### config.mk
export PLATFORM = sky130hd
export DESIGN_NAME = irq_accept_ctrl
export DESIGN_NICKNAME = d
export VERILOG_FILES = /design/src/rtl/irq_pkg.sv /design/src/rtl/irq_nmi_latch.sv /design/src/rtl/irq_enable_regs.sv /design/src/rtl/irq_accept_ctrl.sv
export SDC_FILE = /design/constraint.sdc
export NUM_CORES = 1
export LEC_CHECK = 0
export ABC_AREA = 0
export ABC_CLOCK_PERIOD_IN_PS = 1000
export BUFFER_PORTS_ARGS = -buffer_cell sky130_fd_sc_hd__buf_2
export CAP_MARGIN = 10
export CORE_AREA = 2 2 39 41
export CTS_BUF_LIST = sky130_fd_sc_hd__clkbuf_4
export CTS_CLUSTER_DIAMETER = 50
export DETAILED_ROUTE_END_ITERATION = 6
export DIE_AREA = 0 0 41 43
export GPL_TIMING_DRIVEN = 0
export PLACE_DENSITY = 0.64
export SLEW_MARGIN = 15
export SYNTH_ARGS = -nofsm -noshare
export SYNTH_HDL_FRONTEND = slang
export SYNTH_SLANG_ARGS = --single-unit
### constraint.sdc
create_clock -name clk -period 1 [get_ports clk]
set_input_delay 0 -clock clk [delete_from_list [all_inputs] [get_ports clk]]
set_output_delay 0 -clock clk [all_outputs]
set_load 0.01 [all_outputs]
### src/rtl/irq_pkg.sv
package irq_pkg;
  localparam int MODE_W = 2;

  typedef enum logic [0:0] {
    KIND_NMI  = 1'b0,
    KIND_MASK = 1'b1
  } irq_kind_t;

  typedef logic [MODE_W-1:0] irq_mode_t;
endpackage

### src/rtl/irq_nmi_latch.sv
module irq_nmi_latch (
  input  logic clk,
  input  logic rst_n,
  input  logic nmi_n,
  input  logic consume,
  output logic pending
);
  logic nmi_q;
  logic fall;

  assign fall = nmi_q & ~nmi_n;

  always_ff @(posedge clk) begin
    if (!rst_n) begin
      nmi_q   <= 1'b1;
      pending <= 1'b0;
    end else begin
      nmi_q   <= nmi_n;
      pending <= fall | (pending & ~consume);
    end
  end

  // a new pending request is only ever caused by a low pin level
  a_r4_edge_origin: assert property (@(posedge clk) disable iff (!rst_n)
    $rose(pending) |-> !$past(nmi_n));
  // a held request is cleared only by consumption
  a_r4_hold: assert property (@(posedge clk) disable iff (!rst_n)
    $fell(pending) |-> $past(consume));
endmodule

### src/rtl/irq_enable_regs.sv
module irq_enable_regs
  import irq_pkg::*;
(
  input  logic      clk,
  input  logic      rst_n,
  input  logic      sample,
  input  logic      acc_any,
  input  logic      acc_int,
  input  logic      ei_stb,
  input  logic      di_stb,
  input  logic      retn_stb,
  input  logic      im_stb,
  input  irq_mode_t im_sel,
  output logic      iff1,
  output logic      iff2,
  output logic      ei_shadow,
  output irq_mode_t mode
);
  always_ff @(posedge clk) begin
    if (!rst_n) begin
      iff1 <= 1'b0;
      iff2 <= 1'b0;
    end else if (acc_any) begin
      iff1 <= 1'b0;
      if (acc_int) iff2 <= 1'b0;
    end else if (di_stb) begin
      iff1 <= 1'b0;
      iff2 <= 1'b0;
    end else if (ei_stb) begin
      iff1 <= 1'b1;
      iff2 <= 1'b1;
    end else if (retn_stb) begin
      iff1 <= iff2;
    end
  end

  // delay window: enable seen before its own sample point while disabled
  always_ff @(posedge clk) begin
    if (!rst_n)                        ei_shadow <= 1'b0;
    else if (sample)                   ei_shadow <= 1'b0;
    else if (ei_stb && !iff1)          ei_shadow <= 1'b1;
  end

  always_ff @(posedge clk) begin
    if (!rst_n)      mode <= '0;
    else if (im_stb) mode <= im_sel;
  end

  // any acceptance leaves the live enable clear
  a_r6_iff1_cleared: assert property (@(posedge clk) disable iff (!rst_n)
    acc_any |=> !iff1);
  // maskable acceptance clears the saved copy as well
  a_r6_iff2_int: assert property (@(posedge clk) disable iff (!rst_n)
    acc_int |=> !iff2);
  // non-maskable acceptance keeps the saved copy
  a_r6_iff2_nmi: assert property (@(posedge clk) disable iff (!rst_n)
    (acc_any && !acc_int) |=> iff2 == $past(iff2));
  // disable without acceptance clears both
  a_r8_di: assert property (@(posedge clk) disable iff (!rst_n)
    (di_stb && !acc_any) |=> (!iff1 && !iff2));
endmodule

### src/rtl/irq_accept_ctrl.sv
module irq_accept_ctrl
  import irq_pkg::*;
(
  input  logic       clk,
  input  logic       rst_n,
  input  logic       insn_end,
  input  logic       iter_end,
  input  logic       int_n,
  input  logic       nmi_n,
  input  logic       ei_stb,
  input  logic       di_stb,
  input  logic       im_stb,
  input  logic [1:0] im_sel,
  input  logic       retn_stb,
  input  logic       ldair_active,
  output logic       take_pulse,
  output logic       take_kind,
  output logic [1:0] take_mode,
  output logic       iff2_out,
  output logic       pv_clear
);
  logic      sample;
  logic      nmi_pend;
  logic      acc_nmi, acc_int, acc_any;
  logic      iff1, iff2, ei_shadow;
  irq_mode_t mode;
  irq_kind_t kind_d;

  assign sample  = insn_end | iter_end;
  assign acc_nmi = sample & nmi_pend;
  assign acc_int = sample & ~nmi_pend & ~int_n & iff1 & ~ei_shadow;
  assign acc_any = acc_nmi | acc_int;
  assign kind_d  = acc_int ? KIND_MASK : KIND_NMI;

  irq_nmi_latch u_nmi (
    .clk     (clk),
    .rst_n   (rst_n),
    .nmi_n   (nmi_n),
    .consume (acc_nmi),
    .pending (nmi_pend)
  );

  irq_enable_regs u_en (
    .clk       (clk),
    .rst_n     (rst_n),
    .sample    (sample),
    .acc_any   (acc_any),
    .acc_int   (acc_int),
    .ei_stb    (ei_stb),
    .di_stb    (di_stb),
    .retn_stb  (retn_stb),
    .im_stb    (im_stb),
    .im_sel    (im_sel),
    .iff1      (iff1),
    .iff2      (iff2),
    .ei_shadow (ei_shadow),
    .mode      (mode)
  );

  always_ff @(posedge clk) begin
    if (!rst_n) begin
      take_pulse <= 1'b0;
      take_kind  <= 1'b0;
      take_mode  <= '0;
      pv_clear   <= 1'b0;
    end else begin
      take_pulse <= acc_any;
      take_kind  <= kind_d;
      take_mode  <= mode;
      pv_clear   <= acc_any & ldair_active;
    end
  end

  assign iff2_out = iff2;

  // pulses only follow a sample point
  a_r2_sample_only: assert property (@(posedge clk) disable iff (!rst_n)
    take_pulse |-> $past(insn_end || iter_end));
  // maskable acceptance needs enable and a closed delay window
  a_r7_shadow_blocks: assert property (@(posedge clk) disable iff (!rst_n)
    (take_pulse && take_kind) |-> ($past(iff1) && !$past(ei_shadow) && !$past(int_n)));
  // non-maskable wins whenever it was pending
  a_r5_nmi_first: assert property (@(posedge clk) disable iff (!rst_n)
    (sample && nmi_pend) |=> (take_pulse && !take_kind));
  // clear request only alongside an acceptance
  a_r10_pv_with_take: assert property (@(posedge clk) disable iff (!rst_n)
    pv_clear |-> take_pulse);
endmodule

==> key figures <==
Power
  • P per Cell Area: about 1400 nW/um^2
  • Lkg Pwr: around 0.3 nW
  • Combinational Power Share: 0.138
  • Sw Ratio: 0.228
  • Maximum vdd drop: around 0.67 mV
  • Clock group share of total power: 0.313
  • Total design power: a little over 0.9 mW
  • P_int: 0.718 mW
  • Seq pwr share: 0.549
  • NetSw: 0.212 mW

Clock tree
  • Clock tree root driver cell: clkbuf_4
  • Clock buffer depth: 2
  • TritonCTS Sinks: 12
  • CTS tree: done
  • CTS H-Tree Depth: 1
  • TritonCTS Buffers: 3
  • Clock Pin Slew Worst Setup and Hold Paths: ~70 ps
  • Worst skew pair latency: 260 ps

Setup path
  • Worst Reg2Reg Path Length in Cells: 3
  • Largest delay share family, worst path: simple AND/OR/NAND/NOR gates
  • Slowest CP cell: or3b_4
  • Worst reg2reg startpoint: u_en.iff1
  • Crit end category: flop
  • Critical path class: reg2reg
  • Origin of the worst setup path: u_en.iff1
  • Crit path launch type: flop
  • Critical Path Fanout Max: 3
  • R2R Setup Slk: -90 ps
  • R2r endpoint: pv_clear
  • CP Buf/Inv Count: 0
  • Delay of the slowest cell on the worst path: around 400 ps
  • CP Cell Sequence: or3b_4, a21oi_4, and3_1
  • WP data arrival: ~1300 ps
  • Worst EP required: ~1200 ps

Worst hold path
  • Hold_sp: im_stb
  • Hold Path Class: in2reg
  • WHS Endpoint: u_en.mode[0]
  • Cells on Worst Hold Path: 3

Place
  • Hpwl dp: around 570 um
  • Port Buffers: 18
  • Routability cong.: 0.755
  • Cell Area, Placed: ~520 um^2

Synthesis
  • Yosys Warn Count: 0
  • Number of enable flip-flop cells after synthesis: 0
  • Post-Syn Area: roughly 400 um^2
  • Post-Synthesis Cells: 40
  • Seq/Total Area, Yosys: 0.584
  • Top-count cell post-synth: dfxtp_1
  • Ys flop type: dfxtp_1
  • Synth top area share: 0.584
  • Synth top area cells: dfxtp_1, mux2i_1, and2_1, nor4_1, a21oi_1
  • Ys async rst share: 0
  • Cell variety after synth: 16
  • Yosys top cell by area: dfxtp_1
  • FF+latch count, synth: 12
  • Post-synth top cells: dfxtp_1, nor2_1
  • Syn_nets: 53
  • Avg Inst Size Synth: a little over 10 um^2

Timing
  • # setup viols final: 4
  • Max Fclk: 915 MHz
  • Fraction of the cycle the final worst path needs: 1.09
  • Setup slack after layout: -92.7 ps
  • Relative slew margins: 0.744
  • Least-Margin Pin Slew: ~380 ps
  • Final Hold Violating Endpoints: 0
  • Worst Skew: 1.89 ps
  • Slew Limit Fails: 0
  • RSZ-0062 raised after global routing: yes
  • Post-route minimum period: around 1100 ps

Routing
  • Remaining DRCs: 0
  • Routed len/inst: about 10 um
  • ANT nets after route: 0
  • Initial DRC Count: 8
  • Routed via count: 388
  • DR pass1 iterations: 4
  • Final wirelength: 913 um
  • Vias/cell: 4.41

GRT
  • Global route overflow: 0
  • Vias in the first global route: 337
  • Initial antenna violation count: 0
  • Total track usage: 0.126
  • First-pass GRT wire length: approximately 1.4 mm
  • Largest net degree at the start of global routing: 8

Cells and area
  • Layout Nets: 86
  • Fin area: about 660 um^2
  • Layout cells sized above 1: 0.389
  • Synthesis-to-finish area growth: 59.9%
  • Ant. Diodes: 0

Run status
  • Failing checks: setup timing
  • Status: finished, violations left

Die
  • Boundary Pins: 19
  • Core Footprint: 1380 um^2
  • # rows: 14
  • Width of the die: about 40 um
  • Die outline height: 43 um
  • Total die area: 1760 um^2
  • Initial Util: 0.297

Flow run
  • Max cap viols: 0
[area by class of cell]
cell class	instances	area, um^2
fill	123	726
sequential	12	243
timing repair buffer	28	185
multi-input combinational	25	173
clock buffer	3	22.5
tap	16	20.0
inverter	3	11.3
clock inverter	1	3.75
[registers in the layout, summed over array words and instances (netlist names)]
signal          cells
take_mode           2
u_en.mode           2
pv_clear            1
take_kind           1
take_pulse          1
u_en.ei_shadow      1
u_en.iff1           1
u_en.iff2           1
u_nmi.nmi_q         1
u_nmi.pending       1
[cells by family after synthesis]
group	Yosys count	synth area share
simple gates	16	0.228
flops	12	0.584
compound gates	7	0.112
buf+inv	3	0.0274
mux	2	0.0486
[through the flow]
step | hold slack, ps | TNS [ps] | cells | util | worst slack, ps
CTS | 6.16 | -264 | 87 | 0.466 | -78.8
global route | 32.7 | -550 | 88 | 0.476 | -138
floorplan | 71.0 | -28.7 | 40 | - | -22.4
finish | 19.0 | -256 | 88 | 0.476 | -92.7
global placement | 183 | -296 | 74 | 0.378 | -90.5
detailed placement | 185 | -313 | 74 | 0.378 | -97.3
[worst min-delay path: cells and delay by family]
kind                   cells  cell delay (ps)
buffers and inverters      1              110
muxes                      1               70
and+or+nand+nor            1               70
[worst max path at each step]
stage                      endpoint  slack, ps  cells past startpoint
after floorplan            pv_clear        -20                      3
after global placement     pv_clear        -90                      3
after detailed placement   pv_clear       -100                      3
after CTS                  pv_clear        -80                      3
after global routing      u_en.iff2       -140                      3
final                      pv_clear        -90                      3
[metal layers]
metal | wire length (um) | GRT usage | up-vias
li1 | - | - | 205
met1 | 401 | 0.138 | 170
met2 | 459 | 0.184 | 11
met3 | 32 | 0.0471 | 2
met4 | 19 | 0.100 | 0
met5 | 0 | 0 | -
[cell usage in the layout (no fill, tap or decap), types with 2 or more instances in the layout]
cell,n
inv_1,3
nor2_1,4
nor4_1,3
buf_2,18
dfxtp_1,10
clkbuf_4,3
nor2b_1,2
dlygate4sd3_1,8
mux2i_1,2
and2_1,3
a21oi_1,3
buf_4,2
dfxtp_2,2
[repair_timing]
item | 4_1_cts | 5_1_grt
hold buffers | 8 | 0
hold endpoints to repair | 10 | 0
resized for setup | 1 | 2
pin swaps | 0 | 2
setup endpoints to repair | 4 | 5
buffers inserted | 1 | 1
[power by group through the flow]
stage / Sequential (mW) / Clock (mW) / Combinational (mW)
global placement: 0.520 / 0 / 0.0901
finish: 0.511 / 0.291 / 0.128
CTS: 0.509 / 0.305 / 0.123
detailed placement: 0.521 / 0 / 0.0916
global route: 0.512 / 0.327 / 0.140
floorplan: 0.524 / 0 / 0.0414
(Power assumes the default switching activity.)
